[config.mk]
export PLATFORM = sky130hd
export DESIGN_NAME = pmic_irq_status
export DESIGN_NICKNAME = d
export VERILOG_FILES = /design/src/rtl/pmic_irq_pkg.sv /design/src/rtl/pmic_irq_sync.sv /design/src/rtl/pmic_irq_flags.sv /design/src/rtl/pmic_irq_interlock.sv /design/src/rtl/pmic_irq_status.sv
export SDC_FILE = /design/constraint.sdc
export NUM_CORES = 1
export LEC_CHECK = 0
export CAP_MARGIN = 15
export CORE_ASPECT_RATIO = 1.5
export CORE_MARGIN = 3
export CORE_UTILIZATION = 39
export CTS_BUF_LIST = sky130_fd_sc_hd__clkbuf_8
export DETAILED_ROUTE_END_ITERATION = 10
export MAX_ROUTING_LAYER = met4
export PLACE_DENSITY_LB_ADDON = 0.12
export SETUP_SLACK_MARGIN = 0.1
export SYNTH_ARGS = -nofsm -noshare
export SYNTH_HDL_FRONTEND = slang
export SYNTH_SLANG_ARGS = --single-unit
[constraint.sdc]
create_clock -name clk -period 1.7 [get_ports clk]
set_input_delay 0.255 -clock clk [delete_from_list [all_inputs] [get_ports clk]]
set_output_delay 0.255 -clock clk [all_outputs]
set_load 0.01 [all_outputs]
[src/rtl/pmic_irq_pkg.sv]
package pmic_irq_pkg;
  localparam int STAT_W = 8;
  localparam int NFLAG  = 6;
  localparam int NMON   = 5;
  // bit positions decoded by host software
  localparam int B_PG    = 7;
  localparam int B_RSVD  = 6;
  localparam int B_SUM   = 5;
  localparam int B_CLK   = 4;
  localparam int B_TSD   = 3;
  localparam int B_TWARN = 2;
  localparam int B_OVP   = 1;
  localparam int B_MEAS  = 0;
  // index of each monitor in the synchroniser vector
  localparam int M_PG    = 0;
  localparam int M_CLK   = 1;
  localparam int M_TWARN = 2;
  localparam int M_TSD   = 3;
  localparam int M_OVP   = 4;
  // index of each latched flag in the flag vector
  localparam int F_MEAS  = 0;
  localparam int F_OVP   = 1;
  localparam int F_TWARN = 2;
  localparam int F_TSD   = 3;
  localparam int F_CLK   = 4;
  localparam int F_PG    = 5;
endpackage

[src/rtl/pmic_irq_sync.sv]
module pmic_irq_sync #(
  parameter int W      = 5,
  parameter int STAGES = 2
) (
  input  logic         clk,
  input  logic         rst,
  input  logic [W-1:0] d_i,
  output logic [W-1:0] q_o
);
  logic [W-1:0] stage_q [STAGES];

  for (genvar g = 0; g < STAGES; g++) begin : g_stage
    if (g == 0) begin : g_first
      always_ff @(posedge clk) begin
        if (rst) stage_q[g] <= '0;
        else     stage_q[g] <= d_i;
      end
    end else begin : g_next
      always_ff @(posedge clk) begin
        if (rst) stage_q[g] <= '0;
        else     stage_q[g] <= stage_q[g-1];
      end
    end
  end

  assign q_o = stage_q[STAGES-1];
endmodule

[src/rtl/pmic_irq_flags.sv]
module pmic_irq_flags #(
  parameter int W = 6
) (
  input  logic         clk,
  input  logic         rst,
  input  logic [W-1:0] set_i,
  input  logic [W-1:0] clr_i,
  output logic [W-1:0] q_o,
  output logic [W-1:0] nxt_o
);
  // a set event outranks a clear in the same cycle
  assign nxt_o = set_i | (q_o & ~clr_i);

  always_ff @(posedge clk) begin
    if (rst) q_o <= '0;
    else     q_o <= nxt_o;
  end

  for (genvar b = 0; b < W; b++) begin : g_chk
    AST_EVT_WINS: assert property (@(posedge clk) disable iff (rst)
      set_i[b] |=> q_o[b]);
    AST_W1C_CLEARS: assert property (@(posedge clk) disable iff (rst)
      (q_o[b] && clr_i[b] && !set_i[b]) |=> !q_o[b]);
    AST_FLAG_HOLDS: assert property (@(posedge clk) disable iff (rst)
      (q_o[b] && !clr_i[b]) |=> q_o[b]);
    AST_NO_SPURIOUS_SET: assert property (@(posedge clk) disable iff (rst)
      (!q_o[b] && !set_i[b]) |=> !q_o[b]);
  end
endmodule

[src/rtl/pmic_irq_interlock.sv]
module pmic_irq_interlock #(
  parameter int NREG = 2
) (
  input  logic            clk,
  input  logic            rst,
  input  logic            fault_evt_i,
  input  logic            tshut_flag_i,
  input  logic            force_cond_i,
  input  logic [NREG-1:0] on_req_i,
  input  logic [NREG-1:0] off_req_i,
  output logic [NREG-1:0] reg_en_o,
  output logic            force_low_o
);
  logic [NREG-1:0] en_nxt;

  always_comb begin
    if (fault_evt_i) en_nxt = '0;
    else en_nxt = (reg_en_o | (on_req_i & {NREG{~tshut_flag_i}})) & ~off_req_i;
  end

  always_ff @(posedge clk) begin
    if (rst) begin
      reg_en_o    <= '0;
      force_low_o <= 1'b0;
    end else begin
      reg_en_o    <= en_nxt;
      force_low_o <= force_cond_i;
    end
  end

  AST_FAULT_DISABLES: assert property (@(posedge clk) disable iff (rst)
    fault_evt_i |=> (reg_en_o == '0));
  AST_TSD_BLOCKS_ENABLE: assert property (@(posedge clk) disable iff (rst)
    tshut_flag_i |=> ((reg_en_o & ~$past(reg_en_o)) == '0));
  AST_FAULT_FORCES_LOW: assert property (@(posedge clk) disable iff (rst)
    fault_evt_i |=> force_low_o);
endmodule

[src/rtl/pmic_irq_status.sv]
module pmic_irq_status
  import pmic_irq_pkg::*;
#(
  parameter int SEC_W       = 8,
  parameter int NREG        = 2,
  parameter int SYNC_STAGES = 2
) (
  input  logic              clk,
  input  logic              rst,
  input  logic              pgood_i,
  input  logic              extclk_det_i,
  input  logic              twarn_i,
  input  logic              tshut_i,
  input  logic              vin_ovp_i,
  input  logic              meas_done_i,
  input  logic [SEC_W-1:0]  sec_irq_i,
  input  logic              wr_en_i,
  input  logic [STAT_W-1:0] wr_data_i,
  input  logic [NREG-1:0]   reg_on_req_i,
  input  logic [NREG-1:0]   reg_off_req_i,
  output logic [STAT_W-1:0] stat_o,
  output logic              irq_o,
  output logic [NREG-1:0]   reg_en_o,
  output logic              gpo_force_low_o
);
  logic [NMON-1:0]  mon_raw, mon_s;
  logic             pg_prev_q, clk_prev_q;
  logic [NFLAG-1:0] set_evt, clr_req, flag_q, flag_nxt;
  logic             sum_q, irq_q;

  assign mon_raw[M_PG]    = pgood_i;
  assign mon_raw[M_CLK]   = extclk_det_i;
  assign mon_raw[M_TWARN] = twarn_i;
  assign mon_raw[M_TSD]   = tshut_i;
  assign mon_raw[M_OVP]   = vin_ovp_i;

  pmic_irq_sync #(.W(NMON), .STAGES(SYNC_STAGES)) sync_i (
    .clk (clk),
    .rst (rst),
    .d_i (mon_raw),
    .q_o (mon_s)
  );

  always_ff @(posedge clk) begin
    if (rst) begin
      pg_prev_q  <= 1'b0;
      clk_prev_q <= 1'b0;
    end else begin
      pg_prev_q  <= mon_s[M_PG];
      clk_prev_q <= mon_s[M_CLK];
    end
  end

  assign set_evt[F_PG]    = pg_prev_q & ~mon_s[M_PG];
  assign set_evt[F_CLK]   = clk_prev_q ^ mon_s[M_CLK];
  assign set_evt[F_TSD]   = mon_s[M_TSD];
  assign set_evt[F_TWARN] = mon_s[M_TWARN];
  assign set_evt[F_OVP]   = mon_s[M_OVP];
  assign set_evt[F_MEAS]  = meas_done_i;

  assign clr_req[F_PG]    = wr_en_i & wr_data_i[B_PG];
  assign clr_req[F_CLK]   = wr_en_i & wr_data_i[B_CLK];
  assign clr_req[F_TSD]   = wr_en_i & wr_data_i[B_TSD];
  assign clr_req[F_TWARN] = wr_en_i & wr_data_i[B_TWARN];
  assign clr_req[F_OVP]   = wr_en_i & wr_data_i[B_OVP];
  assign clr_req[F_MEAS]  = wr_en_i & wr_data_i[B_MEAS];

  pmic_irq_flags #(.W(NFLAG)) flags_i (
    .clk   (clk),
    .rst   (rst),
    .set_i (set_evt),
    .clr_i (clr_req),
    .q_o   (flag_q),
    .nxt_o (flag_nxt)
  );

  pmic_irq_interlock #(.NREG(NREG)) lock_i (
    .clk          (clk),
    .rst          (rst),
    .fault_evt_i  (set_evt[F_TSD] | set_evt[F_OVP]),
    .tshut_flag_i (flag_q[F_TSD]),
    .force_cond_i (flag_nxt[F_TSD] | flag_nxt[F_OVP]),
    .on_req_i     (reg_on_req_i),
    .off_req_i    (reg_off_req_i),
    .reg_en_o     (reg_en_o),
    .force_low_o  (gpo_force_low_o)
  );

  always_ff @(posedge clk) begin
    if (rst) begin
      sum_q <= 1'b0;
      irq_q <= 1'b0;
    end else begin
      sum_q <= |sec_irq_i;
      irq_q <= (|flag_nxt) | (|sec_irq_i);
    end
  end

  always_comb begin
    stat_o          = '0;
    stat_o[B_PG]    = flag_q[F_PG];
    stat_o[B_SUM]   = sum_q;
    stat_o[B_CLK]   = flag_q[F_CLK];
    stat_o[B_TSD]   = flag_q[F_TSD];
    stat_o[B_TWARN] = flag_q[F_TWARN];
    stat_o[B_OVP]   = flag_q[F_OVP];
    stat_o[B_MEAS]  = flag_q[F_MEAS];
  end
  assign irq_o = irq_q;

  AST_IRQ_MATCHES_STATUS: assert property (@(posedge clk) disable iff (rst)
    irq_o == (stat_o != '0));
  AST_SUMMARY_TRACKS: assert property (@(posedge clk) disable iff (rst)
    (sec_irq_i == '0) |=> !stat_o[B_SUM]);
  AST_FORCE_HOLDS: assert property (@(posedge clk) disable iff (rst)
    (stat_o[B_TSD] || stat_o[B_OVP]) |-> gpo_force_low_o);
endmodule

## Yosys cells after proc, flatten, opt, wreduce, memory -nomap -nowiden

Memories as Yosys holds them, arrays and structs flattened.
Cells that the tools add are included.
Widths: inputs -> output; s select.

- Register bits: 13
- Bits in writable memories: 10
- Output and inout bits: 12
- Word-level logic and storage cells: 38
- Memories kept: 1

Memory list:

| memory | words | bits a word | read ports | clocked after Yosys merged registers in | write ports | RTL line | source |
|---|---|---|---|---|---|---|---|
| sync_i.stage_q | 2 | 5 | 2 | 0 | 2 | pmic_irq_sync.sv:10 | `logic [W-1:0] stage_q [STAGES];` |

- Mux-type cells: 5
- Bitwise operators: 22
- Reduce and logical (&&, ||, !) cells: 3

Operator list:

| cell | count |
|---|---|
| $mux 5 | 2 |
| $reduce_or 8->1 | 1 |
| $and 1x1->1 | 7 |
| $and 6x6->6 | 1 |
| $not 6->6 | 1 |
| $or 6x6->6 | 1 |
| $reduce_or 6->1 | 1 |
| $or 1x1->1 | 5 |
| $and 2x2->2 | 2 |
| $mux 1 | 3 |
| $not 1->1 | 2 |
| $not 2->2 | 1 |
| $or 2x2->2 | 1 |
| $reduce_or 2->1 | 1 |
| $xor 1x1->1 | 1 |

## Logic depth before layout (Yosys ltp)

Gate-level depths: netlist of run 1.

- Word-level depth: 6
- Depth in mapped cells: 3
- Gate-level depth less buffers: 3

## Hierarchy

From an unflattened synthesis of run 1, not the netlist that was laid out.

- Cells, all modules: 85
- Area, all modules: 867.1 um2

Modules (own cells, without submodules):

| module | instances | cells an instance | area each (um2) |
|---|---|---|---|
| pmic_irq_flags | 1 | 30 | 277.8 |
| pmic_irq_sync | 1 | 20 | 262.8 |
| pmic_irq_status | 1 | 25 | 222.7 |
| pmic_irq_interlock | 1 | 10 | 103.8 |

## Least setup slack after synthesis of run 1

No wires, ideal clock.

- Kind: input to register
- From: in sec_irq_i[1]
- To: reg irq_q, in the netlist irq_o
- Library setup time: 0.147 ns
- Arrival: 1.182 ns
- Data required time: 1.553 ns
- Path slack: 0.371 ns
- Cell stages on the path: 3
- Cells stage by stage: or4_4 a2111oi_4 a41oi_1

- Longest elaborated chain between the ends: 2

Ends and longest elaborated chain:

| element | RTL line | source |
|---|---|---|
| from (decl) | pmic_irq_status.sv:16 | `input logic [SEC_W-1:0] sec_irq_i,` |
| $reduce_or 8->1 | pmic_irq_status.sv:95 | `irq_q <= (\|flag_nxt) \| (\|sec_irq_i);` |
| $or 1x1->1 | pmic_irq_status.sv:95 |  |
| to (signal assigned) | pmic_irq_status.sv:95 |  |
| to (decl) | pmic_irq_status.sv:29 | `logic sum_q, irq_q;` |

No other way between the ends.
A chain may end at the register's enable or synchronous reset.

## Worst setup path after layout of run 1

Ends and elaborated chain as after synthesis.

==> results.md, run 1 <==
| Group | Metric | Reported |
|:---|:---|:---|
| place | Final RePlAce weighted congestion | 0.766 |
| place | Post-detail-place hpwl | 1200 µm |
| floorplanning | Die span in y | 60.8 µm |
| floorplanning | Number of ports placed on the die boundary | 41 |
| pwr | Static Leakage | 0.471 nW |
| synthesis | Synthesis-stage register bit count | 23 |
| worst setup path | Worst setup path end | irq_o |
| timing | Count of endpoints failing hold in the final timing report | 0 |
| worst setup path | Type of the setup path with the least slack | input pin to flip-flop |
| global routing | Initial antenna violation count | 0 |
| routing | Post-detailed-route wirelength per cell | 10.8 µm |
| synthesis | Seq/Total Area, Yosys | 59.1% |
| floorplanning | Initial Util | 42.0% |
| floorplanning | Die outline area | 2580 µm² |
| global routing | Pin count of the biggest net entering global routing | 22 |
| timing | Share of the cycle needed by the critical path after routing | 87.5% |
| synthesis | Syn Inst Count | 76 |
| cells and area | Final nets | 147 |
| clocking | Clock-pin transition on the worst setup and hold timing paths | 0.08 ns |
| timing | Clock skew after layout | 0.00350 ns |
| place | Quantity of I/O buffers inserted on ports | 37 |
| timing | Slack of the critical path | 0.213 ns |
| synthesis | Post-synth net total | 105 |
| clocking | Total clock sinks | 23 |
| timing | Final number of max-transition violations | 0 |
| synthesis | Avg Cell Area, Syn | 10.3 µm² |
| cells and area | Area used by multi-input combinational logic | 285 µm² |
| hold path | Hold crit path type | flip-flop to flip-flop |
| global routing | Global-route congestion overflow total | 0 |
| cells and area | Post-layout util | 66.5% |
| worst setup path | Reg2reg setup slack | 0.45 ns |
| synthesis | Synthesized cell area | 779 µm² |
| worst setup path | Start of the worst register-to-register path | flags_i.q_o[3] |
| pwr | Maximum ir drop on the vdd rail | 912 µV |
| worst setup path | Data required time of the worst path | 1.83 ns |
| routing | Total number of vias | 646 |
| worst setup path | Launching element of the worst setup path | sec_irq_i[1] |
| routing | DRC viols | 0 |
| timing | Finish-stage setup viols | 0 |
| global routing | GRT Total Usage | 12.3% |
| clocking | Number of hold-repair buffers added at the cts stage | 0 |
| cells and area | N_diodes | 0 |
| pwr | Cell area power density | 858 nW/µm² |
| cells and area | Number of inserted filler cells in the final layout | 169 |
| clocking | Post-CTS Setup Inserts | 0 |
| clocking | Number of gates resized after cts | 0 |
| worst setup path | Capturing element type of the critical path | flip-flop |
| clocking | CTS tree | yes |
| timing | Setup repair after global routing missed its margin | no |
| floorplanning | Core area | 1850 µm² |
| synthesis | YS warnings | 0 |
| routing | 1st-pass router iterations | 3 |
| routing | Count of antenna-violating nets left after detailed routing | 0 |
| synthesis | Number of distinct library cells after synthesis | 18 |
| worst setup path | Arrival @ worst endpoint | 1.61 ns |
| cells and area | Sequential cell area in the final layout | 460 µm² |
| cells and area | Proportion of layout cells with a drive suffix above 1 | 9.40% |
| clocking | Total CTS buffers | 3 |
| worst setup path | Top fanout value on the critical path | 2 |
| clocking | Clock insertion delay at the later pin of the skew report | 0.26 ns |
| routing | Final WL | 1500 µm |
| global routing | First-pass GRT wire length | 2380 µm |
| routing | Number of DRC violations after detailed-routing iteration 0 | 7 |
| clocking | Number of levels the H-tree was split into | 1 |
| floorplanning | Width of the die | 42.5 µm |
| clocking | Clk root buf | clkbuf_8 |
| worst setup path | R2R cell count | 4 |
| clocking | CTS Buffer Depth | 2 |
| worst setup path | Worst R2R End | irq_o |
| floorplanning | Number of placement rows | 19 |
| timing | Final TNS setup | 0 ns |
| routing | Post-detailed-route via-to-cell ratio | 4.68 |
| cells and area | Synth-to-layout area growth | 58.1% |
| timing | Post-route worst hold slack | 0.442 ns |
| timing | Time the final worst path needs with I/O delays and setup | 1.49 ns |
| worst setup path | CP startpoint kind | input pin |
| global routing | Number of global-route vias before repair | 580 |
| job | Max Cap Violations | 0 |
| timing | Achievable Freq | 673 MHz |
| outcome | Result of the run | finished, final reports clean |
| place | Pre-CTS worst setup slack | -0.0764 ns |
-- cell families after synthesis --
| family | count (synthesis) | synth area share, % |
|---|---|---|
| AO/OA/AOI/OAI | 13 | 13.3 |
| flip-flops | 23 | 59.1 |
| buffers and inverters | 6 | 4.33 |
| other | 1 | 0.481 |
| XOR/XNOR | 1 | 1.12 |
| AND/OR/NAND/NOR | 32 | 21.7 |
-- routing by layer --
metal  track usage, %  routed length, µm  up-vias  part of all wire (%)
li1                 -                  -      330                     -
met3             3.26                104        2                   7.0
met1             14.3                610      292                    41
met2             20.0                773       22                    52
met5                -                  0        -                     0
met4             5.33                  6        0                  0.40
-- synthesized netlist by cell type --
| master | number | area share [%] |
|---|---|---|
| xor2_1 | 1 | 1.1 |
| a2111oi_0 | 2 | 2.2 |
| nand2_1 | 4 | 1.9 |
| clkbuf_1 | 2 | 0.96 |
| dfxtp_1 | 23 | 59 |
| a41oi_1 | 1 | 1.1 |
| a21oi_1 | 7 | 4.5 |
| buf_4 | 3 | 2.9 |
| a21boi_0 | 2 | 1.9 |
| or3_1 | 1 | 0.80 |
| nor2_1 | 10 | 4.8 |
| a2111oi_4 | 1 | 3.5 |
| conb_1 | 1 | 0.48 |
| or4_4 | 1 | 1.4 |
| nor3_1 | 2 | 1.3 |
| inv_1 | 1 | 0.48 |
| or4_1 | 1 | 0.96 |
| nor2b_1 | 13 | 10 |
-- flip-flops by register name, summed over array words and instances, names as in the netlist --
signal,flops
clk_prev_q,1
flags_i.q_o,6
irq_o,1
lock_i.force_low_o,1
lock_i.reg_en_o,2
pg_prev_q,1
sum_q,1
sync_i.stage_q,10
-- cells in the final DEF, fill, tap and decap left out, drive strengths merged --
cell type / n
a21oi: 7
or4: 2
or3: 1
nand2: 4
a21boi: 2
a2111oi: 3
clkdlybuf4s50: 37
a41oi: 1
nor2: 10
inv: 1
dfxtp: 23
clkinvlp: 1
nor2b: 13
buf: 5
clkbuf: 3
conb: 1
nor3: 2
xor2: 1
-- worst max-delay path, cell delays in order --
cell and delay, ns:
clkdlybuf4s50_1 0.39, or4_4 0.55, a2111oi_4 0.28, a41oi_1 0.14
-- power breakdown --
group | internal (mW) | switching [mW]
registers | 0.564 | 0.0103
logic | 0.102 | 0.0491
clock network | 0.165 | 0.167
total | 0.832 | 0.226
-- through the flow --
stage / instances / area [µm²] / power, mW
2_1_floorplan: 76 / 779 / 0.639
3_3_place_gp: 134 / 1180 / 0.738
3_5_place_dp: 134 / 1180 / 0.740
4_1_cts: 138 / 1230 / 1.07
5_1_grt: 138 / 1230 / 1.12
6_report: 138 / 1230 / 1.06
-- cell type report --
class / instances / area share [%]
clock buffers: 3 / 3.35
clock inverters: 1 / 0.609
inverters: 1 / 0.305
multi-input cells: 47 / 23.1
flip-flops and latches: 23 / 37.4
well taps: 21 / 2.13
repair buffers: 42 / 33.1
-- worst min-delay path by stage --
stage,start,end,depth (start not counted)
after floorplan,rst,sync_i.stage_q[1][1],1
final,sync_i.stage_q[0][2],sync_i.stage_q[1][2],1
after global routing,sync_i.stage_q[0][2],sync_i.stage_q[1][2],1
after global placement,sync_i.stage_q[0][2],sync_i.stage_q[1][2],1
after detailed placement,sync_i.stage_q[0][2],sync_i.stage_q[1][2],1
after CTS,sync_i.stage_q[0][2],sync_i.stage_q[1][2],1
Power figures use the tool's default switching activity.
==> run 2, diff against run 1 <==
--- a/config.mk
+++ b/config.mk
@@ -5,13 +5,13 @@
 export SDC_FILE = /design/constraint.sdc
 export NUM_CORES = 1
 export LEC_CHECK = 0
+export ABC_AREA = 1
 export CAP_MARGIN = 15
 export CORE_ASPECT_RATIO = 1.5
 export CORE_MARGIN = 3
-export CORE_UTILIZATION = 39
+export CORE_UTILIZATION = 40
 export CTS_BUF_LIST = sky130_fd_sc_hd__clkbuf_8
 export DETAILED_ROUTE_END_ITERATION = 10
-export MAX_ROUTING_LAYER = met4
 export PLACE_DENSITY_LB_ADDON = 0.12
 export SETUP_SLACK_MARGIN = 0.1
 export SYNTH_ARGS = -nofsm -noshare
==> constraint.sdc (replaced) <==
create_clock -name clk -period 1.5 [get_ports clk]
set_input_delay 0.225 -clock clk [delete_from_list [all_inputs] [get_ports clk]]
set_output_delay 0.225 -clock clk [all_outputs]
set_load 0.01 [all_outputs]
==> run 2 against run 1 <==
Worst hold slack got worse by 0.039 ns. Via count grew 10%. First-iteration DRC count increased by 140%. Sequential share of layout area decreased by 0.41 points. Combinational power grew 14%. Setup slack worse by 0.065 ns. Critical endpoint is now stat_o[4]. Largest cell class unchanged. Largest power group unchanged.
==> results.md, run 2 <==
| Group | Metric | Reported |
|:---|:---|:---|
| global routing | Initial antenna violation count | 0 |
| timing | Post-route worst hold slack | 0.403 ns |
| pwr | Maximum ir drop on the vdd rail | 604 µV |
| worst setup path | Data required time of the worst path | 1.27 ns |
| cells and area | Largest registers | sync_i.stage_q (10), flags_i.q_o (6), lock_i.reg_en_o (2) |
| timing | Final number of max-transition violations | 0 |
| timing | Share of the cycle needed by the critical path after routing | 90.1% |
| clocking | CTS Buffer Depth | 2 |
| place | Final RePlAce weighted congestion | 0.792 |
| floorplanning | Die outline area | 2610 µm² |
| timing | Finish-stage setup viols | 0 |
| worst setup path | Reg2reg setup slack | 0.56 ns |
| hold path | Hold Path Depth | 2 |
| cells and area | Number of inserted filler cells in the final layout | 185 |
| cells and area | N_diodes | 0 |
| synthesis | Top cells by area, synth | dfxtp_1 (57%), nor2_1 (13%), inv_1 (8.3%), nand2_1 (7.9%), a21oi_1 (3.1%) |
| worst setup path | CP peak stage delay | 0.54 ns |
| synthesis | Count of flip-flops with a built-in enable after synthesis | 0 |
| timing | Count of endpoints failing hold in the final timing report | 0 |
| global routing | First-pass GRT wire length | 2680 µm |
| worst setup path | Capturing element type of the critical path | primary output |
| job | Max Cap Violations | 0 |
| cells and area | Proportion of layout cells with a drive suffix above 1 | 7.04% |
| synthesis | Most used DFF post-synth | dfxtp_1 |
| synthesis | Syn Inst Count | 104 |
| floorplanning | Die span in y | 61.1 µm |
| hold path | Hold crit path type | flip-flop to flip-flop |
| routing | Post-detailed-route via-to-cell ratio | 4.37 |
| worst setup path | Type of the setup path with the least slack | flip-flop to primary output |
| place | Post-detail-place hpwl | 1300 µm |
| synthesis | Top cells by count, synth | nor2_1 (27), dfxtp_1 (23), inv_1 (18) |
| floorplanning | Number of ports placed on the die boundary | 41 |
| global routing | Global-route congestion overflow total | 0 |
| routing | DRC viols | 0 |
| clocking | Number of levels the H-tree was split into | 1 |
| hold path | Critical hold path startpoint | sync_i.stage_q[0][3] |
| routing | Number of DRC violations after detailed-routing iteration 0 | 17 |
| synthesis | Post-synth net total | 133 |
| worst setup path | Worst R2R End | irq_o |
| pwr | Static Leakage | 0.638 nW |
| synthesis | Library cell occupying the most area in the post-synthesis netlist | dfxtp_1 |
| clocking | Clock insertion delay at the later pin of the skew report | 0.26 ns |
| synthesis | Most instantiated library cell after synthesis | nor2_1 |
| pwr | Cell area power density | 958 nW/µm² |
| routing | Total number of vias | 712 |
| clocking | CTS tree | yes |
| routing | 1st-pass router iterations | 4 |
| clocking | Clk root buf | clkbuf_8 |
| worst setup path | CP cell instances | clkdlybuf4s50_1 |
| cells and area | Leading cell types in the layout, fill and taps excluded | clkdlybuf4s50_1 (31), nor2_1 (27), dfxtp_1 (23), inv_1 (18), nand2_1 (17) |
| timing | Setup repair after global routing missed its margin | no |
| timing | Time the final worst path needs with I/O delays and setup | 1.35 ns |
| cells and area | Commonest non-fill, non-tap cell in the layout | clkdlybuf4s50_1 |
| worst setup path | Start of the worst register-to-register path | sync_i.stage_q[1][1] |
| clocking | Post-CTS Setup Inserts | 0 |
| worst setup path | R2R cell count | 7 |
| routing | Final WL | 1600 µm |
| place | Quantity of I/O buffers inserted on ports | 37 |
| hold path | Destination of the worst hold path | sync_i.stage_q[1][3] |
| clocking | Clock-pin transition on the worst setup and hold timing paths | 0.08 ns |
| outcome | Result of the run | finished, final reports clean |
| timing | Achievable Freq | 740 MHz |
| cells and area | Non-filler cells, final | 163 |
| global routing | Number of global-route vias before repair | 696 |
| worst setup path | CP startpoint kind | flip-flop |
| worst setup path | Top fanout value on the critical path | 2 |
| synthesis | Synthesized cell area | 810 µm² |
| routing | Post-detailed-route wirelength per cell | 9.82 µm |
| cells and area | Largest Register | sync_i.stage_q |
| global routing | Pin count of the biggest net entering global routing | 14 |
| clocking | Total CTS buffers | 3 |
| worst setup path | Arrival @ worst endpoint | 1.13 ns |
| clocking | Number of hold-repair buffers added at the cts stage | 0 |
| cells and area | Flip-flop count of the largest register, all copies and words added | 10 |
| worst setup path | Cell family with the largest share of critical-path delay | buffers and inverters |
| floorplanning | Width of the die | 42.7 µm |
| cells and area | Synth-to-layout area growth | 53.9% |
| synthesis | Synthesis-stage register bit count | 23 |
| global routing | GRT Total Usage | 13.9% |
| synthesis | Avg Cell Area, Syn | 7.78 µm² |
| floorplanning | Number of placement rows | 19 |
| place | Total instance count after detailed placement | 159 |
| synthesis | YS warnings | 0 |
| worst setup path | Crit path buf inv count | 1 |
| floorplanning | Core area | 1880 µm² |
| synthesis | Seq/Total Area, Yosys | 56.9% |
| synthesis | Number of distinct library cells after synthesis | 14 |
| cells and area | Final nets | 172 |
| timing | Clock skew after layout | 0.00295 ns |
| worst setup path | Slowest cell on crit path | clkdlybuf4s50_1 |
| synthesis | Fraction of post-synthesis cell area in the top cell type by area | 56.9% |
| clocking | Total clock sinks | 23 |
| floorplanning | Initial Util | 43.1% |
| synthesis | Proportion of register bits with asynchronous set or reset after synthesis | 0% |
| routing | Count of antenna-violating nets left after detailed routing | 0 |
[run 2: cell count changes in the layout (fill, tap and decap cells not counted), moves of 5 or more]
cell and delta:
inv_1 +17, nor2_1 +17, nor2b_1 -13, nand2_1 +13
clkdlybuf4s50_1 -6, dlymetal6s2s_1 +5
[run 2: cells by family after synthesis]
logic type / after synthesis / synth area share, %
buf+inv: 23 / 12.4
compound gates: 7 / 5.25
other cells: 1 / 0.463
simple gates: 50 / 25.0
flops: 23 / 56.9
[run 2: worst max path at each step]
stage,start,endpoint,slack (ns),cells past startpoint
after floorplan,sync_i.stage_q[1][1],irq_o,0.62,7
after global placement,wr_en_i,irq_o,0.02,8
after detailed placement,wr_en_i,irq_o,-0.03,8
after CTS,flags_i.q_o[2],stat_o[2],0.12,1
after global routing,flags_i.q_o[0],stat_o[0],0.10,1
final,flags_i.q_o[4],stat_o[4],0.15,1
[run 2: area by class of cell]
class	count	area, µm²	area share, %
sequential	23	460	36.9
timing repair buffer	39	397	31.8
multi-input combinational	58	249	20.0
inverter	18	67.6	5.42
clock buffer	3	41.3	3.31
tap	21	26.3	2.11
clock inverter	1	5.00	0.402
[run 2: layer usage]
metal  vias to the layer above  track usage, %  routed length (µm)
li1                        374               -                   -
met5                         -               0                   0
met1                       305            13.3                 631
met3                         6            2.63                 116
met2                        27            25.8                 805
met4                         0            10.7                  47
[run 2: through the flow]
step	util (%)	area, µm²	setup slack (ns)	power [mW]	setup TNS, ns
after floorplan	-	810	0.624	0.734	0
after global placement	63.3	1190	0.0228	0.838	0
after detailed placement	63.3	1190	-0.0294	0.842	-0.0294
after CTS	65.7	1230	0.117	1.21	0
after global routing	66.4	1250	0.102	1.26	0
final	66.4	1250	0.148	1.19	0
[run 2: where the power goes]
part | total [mW] | switching [mW] | internal (mW)
clock | 0.371 | 0.186 | 0.185
sequential | 0.651 | 0.0111 | 0.640
combinational | 0.172 | 0.0636 | 0.108
total | 1.19 | 0.260 | 0.933
[run 2: timing repair]
action / CTS / global route
endpoints found under the setup margin: 1 / 5
gates resized for setup: 1 / 5
gates cloned: 0 / 0
